$ cat src/rtl/audio_serial_rx.sv
module audio_serial_rx #(
  parameter int WORD_W     = 32,
  parameter int DIV_W      = 8,
  parameter int CNT_W      = 8,
  parameter int HALF_SLOTS = 32
) (
  input  logic              clk,
  input  logic              rst_n,
  input  logic              cfg_master,
  input  logic [DIV_W-1:0]  cfg_div,
  input  logic [1:0]        cfg_res,
  input  logic              cfg_rjust,
  input  logic              cfg_delay,
  input  logic              cfg_bclk_inv,
  input  logic              cfg_lrck_inv,
  input  logic              sclk_in,
  input  logic              lrck_in,
  input  logic              sdata_in,
  output logic              sclk_out,
  output logic              lrck_out,
  output logic [WORD_W-1:0] left_out,
  output logic [WORD_W-1:0] right_out,
  output logic              valid_out
);

  localparam int SLOT_W = $clog2(HALF_SLOTS);

  function automatic logic [CNT_W-1:0] res_bits(input logic [1:0] code);
    case (code)
      2'd0:    return CNT_W'(16);
      2'd1:    return CNT_W'(20);
      2'd2:    return CNT_W'(24);
      default: return CNT_W'(32);
    endcase
  endfunction

  // clock generator (master mode)
  logic [DIV_W-1:0]  div_cnt;
  logic [SLOT_W-1:0] slot;
  logic              bclk_gen, lr_gen;

  always_ff @(posedge clk) begin
    if (!rst_n || !cfg_master) begin
      div_cnt  <= '0;
      bclk_gen <= 1'b0;
      lr_gen   <= 1'b0;
      slot     <= '0;
    end else if (div_cnt == cfg_div) begin
      div_cnt  <= '0;
      bclk_gen <= ~bclk_gen;
      if (bclk_gen) begin
        slot <= slot + 1'b1;
        if (slot == SLOT_W'(HALF_SLOTS - 1)) lr_gen <= ~lr_gen;
      end
    end else begin
      div_cnt <= div_cnt + 1'b1;
    end
  end

  assign sclk_out = bclk_gen ^ cfg_bclk_inv;
  assign lrck_out = lr_gen ^ cfg_lrck_inv;

  // synchronizers; master mode loops its own clocks back
  logic [2:0] sy_b;
  logic [1:0] sy_l, sy_d;
  wire b_pin = cfg_master ? sclk_out : sclk_in;
  wire l_pin = cfg_master ? lrck_out : lrck_in;

  always_ff @(posedge clk) begin
    if (!rst_n) begin
      sy_b <= {3{cfg_bclk_inv}};
      sy_l <= '0;
      sy_d <= '0;
    end else begin
      sy_b <= {sy_b[1:0], b_pin};
      sy_l <= {sy_l[0], l_pin};
      sy_d <= {sy_d[0], sdata_in};
    end
  end

  wire bit_ev = (sy_b[1] ^ cfg_bclk_inv) & ~(sy_b[2] ^ cfg_bclk_inv);
  wire lr_now = sy_l[1] ^ cfg_lrck_inv;
  wire d_now  = sy_d[1];

  // receiver
  logic              seen, primed, prev_lr, left_ok;
  logic [CNT_W-1:0]  cnt_q;
  logic [WORD_W-1:0] sr, left_hold;

  wire [CNT_W-1:0] nbits   = res_bits(cfg_res);
  wire             new_ph  = !seen || (lr_now != prev_lr);
  wire             edge_ph = seen && (lr_now != prev_lr);
  wire [CNT_W-1:0] idx     = new_ph ? '0 : cnt_q;
  wire [CNT_W-1:0] dly     = {{(CNT_W-1){1'b0}}, cfg_delay};
  wire             take    = cfg_rjust || ((idx >= dly) && (idx < dly + nbits));
  wire [WORD_W-1:0] sr_base = (new_ph && !cfg_rjust) ? '0 : sr;
  wire [WORD_W-1:0] sr_next = take ? {sr_base[WORD_W-2:0], d_now} : sr_base;
  wire [WORD_W-1:0] word    = sr << (WORD_W - int'(nbits));

  always_ff @(posedge clk) begin
    if (!rst_n) begin
      seen      <= 1'b0;
      primed    <= 1'b0;
      prev_lr   <= 1'b0;
      left_ok   <= 1'b0;
      cnt_q     <= '0;
      sr        <= '0;
      left_hold <= '0;
      left_out  <= '0;
      right_out <= '0;
      valid_out <= 1'b0;
    end else begin
      valid_out <= 1'b0;
      if (bit_ev) begin
        seen    <= 1'b1;
        prev_lr <= lr_now;
        sr      <= sr_next;
        cnt_q   <= (idx == '1) ? idx : idx + 1'b1;
        if (edge_ph) begin
          primed <= 1'b1;
          if (primed && !prev_lr) begin
            left_hold <= word;
            left_ok   <= 1'b1;
          end else if (primed && left_ok) begin
            left_out  <= left_hold;
            right_out <= word;
            valid_out <= 1'b1;
            left_ok   <= 1'b0;
          end
        end
      end
    end
  end

  p_valid_single_r6: assert property (@(posedge clk) disable iff (!rst_n)
    valid_out |=> !valid_out);

  p_hold_between_r6: assert property (@(posedge clk) disable iff (!rst_n)
    !valid_out |-> ($stable(left_out) && $stable(right_out)));

  p_zero_pad_r2: assert property (@(posedge clk) disable iff (!rst_n)
    valid_out |-> (((left_out | right_out) & ~({WORD_W{1'b1}} << (WORD_W - int'(res_bits(cfg_res))))) == '0));

  p_lr_on_fall_r8: assert property (@(posedge clk) disable iff (!rst_n)
    (cfg_master && $past(cfg_master) && (lr_gen != $past(lr_gen))) |-> $fell(bclk_gen));

  p_bclk_half_r8: assert property (@(posedge clk) disable iff (!rst_n)
    (cfg_master && (cfg_div != '0) && !$stable(bclk_gen)) |=> (!cfg_master || $stable(bclk_gen)));

endmodule

$ cat config.mk
export PLATFORM = sky130hd
export DESIGN_NAME = audio_serial_rx
export DESIGN_NICKNAME = d
export VERILOG_FILES = /design/src/rtl/audio_serial_rx.sv
export SDC_FILE = /design/constraint.sdc
export NUM_CORES = 1
export LEC_CHECK = 0
export ABC_AREA = 1
export BUFFER_PORTS_ARGS = -buffer_cell sky130_fd_sc_hd__buf_2
export CORE_MARGIN = 3
export CORE_UTILIZATION = 45
export DETAILED_ROUTE_END_ITERATION = 12
export GPL_ROUTABILITY_DRIVEN = 0
export PLACE_DENSITY = 0.75
export SYNTH_ARGS = -nofsm -noshare
export SYNTH_HDL_FRONTEND = slang
export SYNTH_SLANG_ARGS = --single-unit
$ cat constraint.sdc
create_clock -name clk -period 2.3 [get_ports clk]
set_clock_uncertainty 0.1 [all_clocks]
set_input_delay 0.23 -clock clk [delete_from_list [all_inputs] [get_ports clk]]
set_output_delay 0.23 -clock clk [all_outputs]
set_load 0.01 [all_outputs]
==> impl_metrics.toml <==
[run_status]
status = "finished with violations"
violations = "negative setup slack"

[logic_synthesis]
syn_nets = 1211
ys_warn_count = 0
synth_area_um2 = 8000
ys_types = 38
syn_avg_cell_area_um2 = 6.79
ys_ff_latch = 163
ys_seq_area_share_pct = 40.8
synth_cells = 1178

[final_layout]
layout_commonest_cell = "nor2_1"
final_nets = 1311
drive_gt1_share_pct = 19.4
syn_to_final_growth_pct = 22.2
antenna_cells = 0
multi_input_area_um2 = 4160
most-common-layout-cells = "257 x nor2_1, 171 x nand2_1, 162 x o21ai_0, 161 x dfxtp_1, 92 x inv_1"
regArea_um2 = 3270
nFillCells = 1567

[routing]
wl_per_cell_um = 13.9
vias_per_cell = 5.20
postRouteAntennaNets = 0
wl_met2_mm = 10.1
post-route-drc-count = 0
finalWirelength_mm = 21.1
wl_met3_mm = 1.07
drt_iter0_markers = 706
highest_layer = "met4"
num_vias = 7883
drt-met1-wl_mm = 9.60
dr.pass1.iters = 6

[grt]
grt_overflow_total = 0
grt_pass1_vias = 6950
grt_pass1_wl_mm = 33.4
antenna_found_initial = 0
gr-usage-all-layers_pct = 20.3
grt_max_degree = 66

[cts]
cts_buffer_depth = 2
clkTransAtPathRegs_ns = 0.08
clock-sinks = 163
clock_latency_ns = 0.43
cts-root-buf = "clkbuf_16"
cts_tree = "done"
htree_levels = 4
cts_buffers = 17

[timing]
slew_headroom_pct = 56.1
worstMarginPinSlew_ns = 0.659
final_max_slew_viol_count = 0
whs_ns = 0.0275
finalCritPeriodShare_pct = 106
finalSetupViolCount = 32
period_needed_ns = 2.45
hold_viol = 0
fmax_ghz = 0.408
setup_ws_ns = -0.149
rsz0062_at_grt = "true"

[pwr]
peakVddDrop_mv = 0.560
p_per_area_nw_per_um2 = 715
p_leak_nw = 4.49
total_power_w = 0.00699

[die]
start_util_pct = 46.1
core_um2 = 17400
io_pins = 87
die-area_um2 = 19400
core.rowCount = 48
die_h_um = 139
fp.dieW_um = 139

[setup_path]
worstPathArrival_ns = 2.68
crit_type = "reg2reg"
startpoint_type = "flop"
crit_required_ns = 2.53
critPathCaptureType = "flop"
worst-path-max-fanout = 5

[run]
max_cap_viol_count = 0

[place]
port_buffers = 86
hpwlAfterDp_mm = 13.7

[worst_hold_path]
hp-class = "in2reg"
-- cell type report --
class | instances | area share [%]
Clock buffer | 17 | 4.35
Tap cell | 225 | 2.88
Timing Repair Buffer | 151 | 11.2
Sequential cell | 163 | 33.4
Multi-Input combinational cell | 839 | 42.5
Inverter | 106 | 4.07
Clock inverter | 15 | 1.57
-- worst paths after layout --
path / from / slack (ns) / depth (start not counted) / end
setup / recovery: sy_l[1]$_SDFF_PN0_ / -0.15 / 17 / sr[7]$_SDFFE_PN0P_
hold / removal: sclk_in / 0.03 / 3 / sy_b[0]$_DFF_P_
setup reg to reg: sy_l[1]$_SDFF_PN0_ / -0.15 / 17 / sr[7]$_SDFFE_PN0P_
hold reg to reg: sy_d[0]$_SDFF_PN0_ / 0.32 / 2 / sy_d[1]$_SDFF_PN0_
-- metal layers --
metal / global-route usage [%] / up-vias
met4: 5.87 / 0
met2: 32.7 / 217
li1: - / 3998
met3: 3.92 / 33
met1: 28.0 / 3635
met5: 0 / -
-- state kept, by name, indices dropped and copies added, names as in the netlist, 2 cells and up --
register / flops
sy_l: 2
left_hold: 32
cnt_q: 8
slot: 5
left_out: 32
div_cnt: 8
right_out: 32
sr: 32
sy_d: 2
sy_b: 3
-- synthesized netlist by cell type --
cell type	count	share of area, %
inv_2	7	0.33
a21oi_2	1	0.11
nand2_4	2	0.28
o31ai_1	3	0.28
o21ai_0	162	10
buf_2	15	0.94
nand3_1	56	3.5
nor3_2	1	0.13
nor2_4	2	0.28
clkinv_1	3	0.14
nand2_1	183	8.6
xnor2_1	6	0.66
clkbuf_1	36	1.7
clkbuf_2	1	0.063
buf_1	8	0.38
a21boi_1	16	1.5
a21boi_0	3	0.28
buf_6	8	1.1
nand3_2	5	0.63
nor3_1	7	0.44
a211oi_1	9	0.84
inv_1	96	4.5
dfxtp_1	163	41
or2_2	5	0.39
ha_1	13	2.0
buf_4	3	0.28
nand2_2	4	0.31
a31oi_1	3	0.23
nor3b_1	2	0.19
nor2_2	5	0.39
o32ai_1	3	0.33
a21oi_1	65	4.1
o21bai_1	1	0.094
nor2_1	263	12
nand3b_1	1	0.094
nand4_1	6	0.47
xor2_1	8	0.88
o211ai_1	3	0.28
-- where the power goes --
part | total (W) | switching (W) | internal [W]
sequential | 0.00298 | 0.0000679 | 0.00291
clock | 0.00281 | 0.00135 | 0.00145
combinational | 0.00120 | 0.000737 | 0.000464
-- metrics by stage --
stage          area, um^2  instances  util, %  TNS [ns]  setup slack, ns
2_1_floorplan        8000       1178        -         0           0.0900
6_report             9780       1516     56.3     -2.10           -0.149
5_1_grt              9780       1516     56.3     -5.96           -0.263
4_1_cts              9510       1509     54.8   -0.0546          -0.0305
3_3_place_gp         8820       1472     50.8         0           0.0139
3_5_place_dp         8820       1472     50.8    -0.733          -0.0589
-- repair_timing --
item | in CTS | in global routing
resized for setup | 13 | 40
hold buffers | 3 | 0
pin swaps | 5 | 27
setup endpoints to repair | 31 | 33
cloned | 1 | 5
hold endpoints to repair | 2 | 0
setup buffers | 1 | 2
-- worst max-delay path, cell delays in order, from the launching register on --
cell	delay, ns
dfxtp_2	0.34
inv_2	0.07
nand2_2	0.06
nand3_2	0.08
nand2_2	0.06
inv_2	0.08
nand2_4	0.08
nor2_4	0.13
ha_4	0.22
a21oi_4	0.11
nand3_2	0.10
a21oi_4	0.22
nand2_4	0.14
buf_16	0.16
nand3_1	0.07
nand2_1	0.07
nor2_1	0.18
nor2_1	0.06
-- logic make-up after synthesis --
family | count (synthesis) | synth area share (%)
AND/OR/NAND/NOR | 542 | 28.0
AO/OA/AOI/OAI | 269 | 18.2
buffers and inverters | 177 | 9.45
flip-flops | 163 | 40.8
XOR/XNOR | 14 | 1.53
adder cells (fa/ha/maj) | 13 | 2.03
No activity file was read; power rests on OpenSTA's default activity.
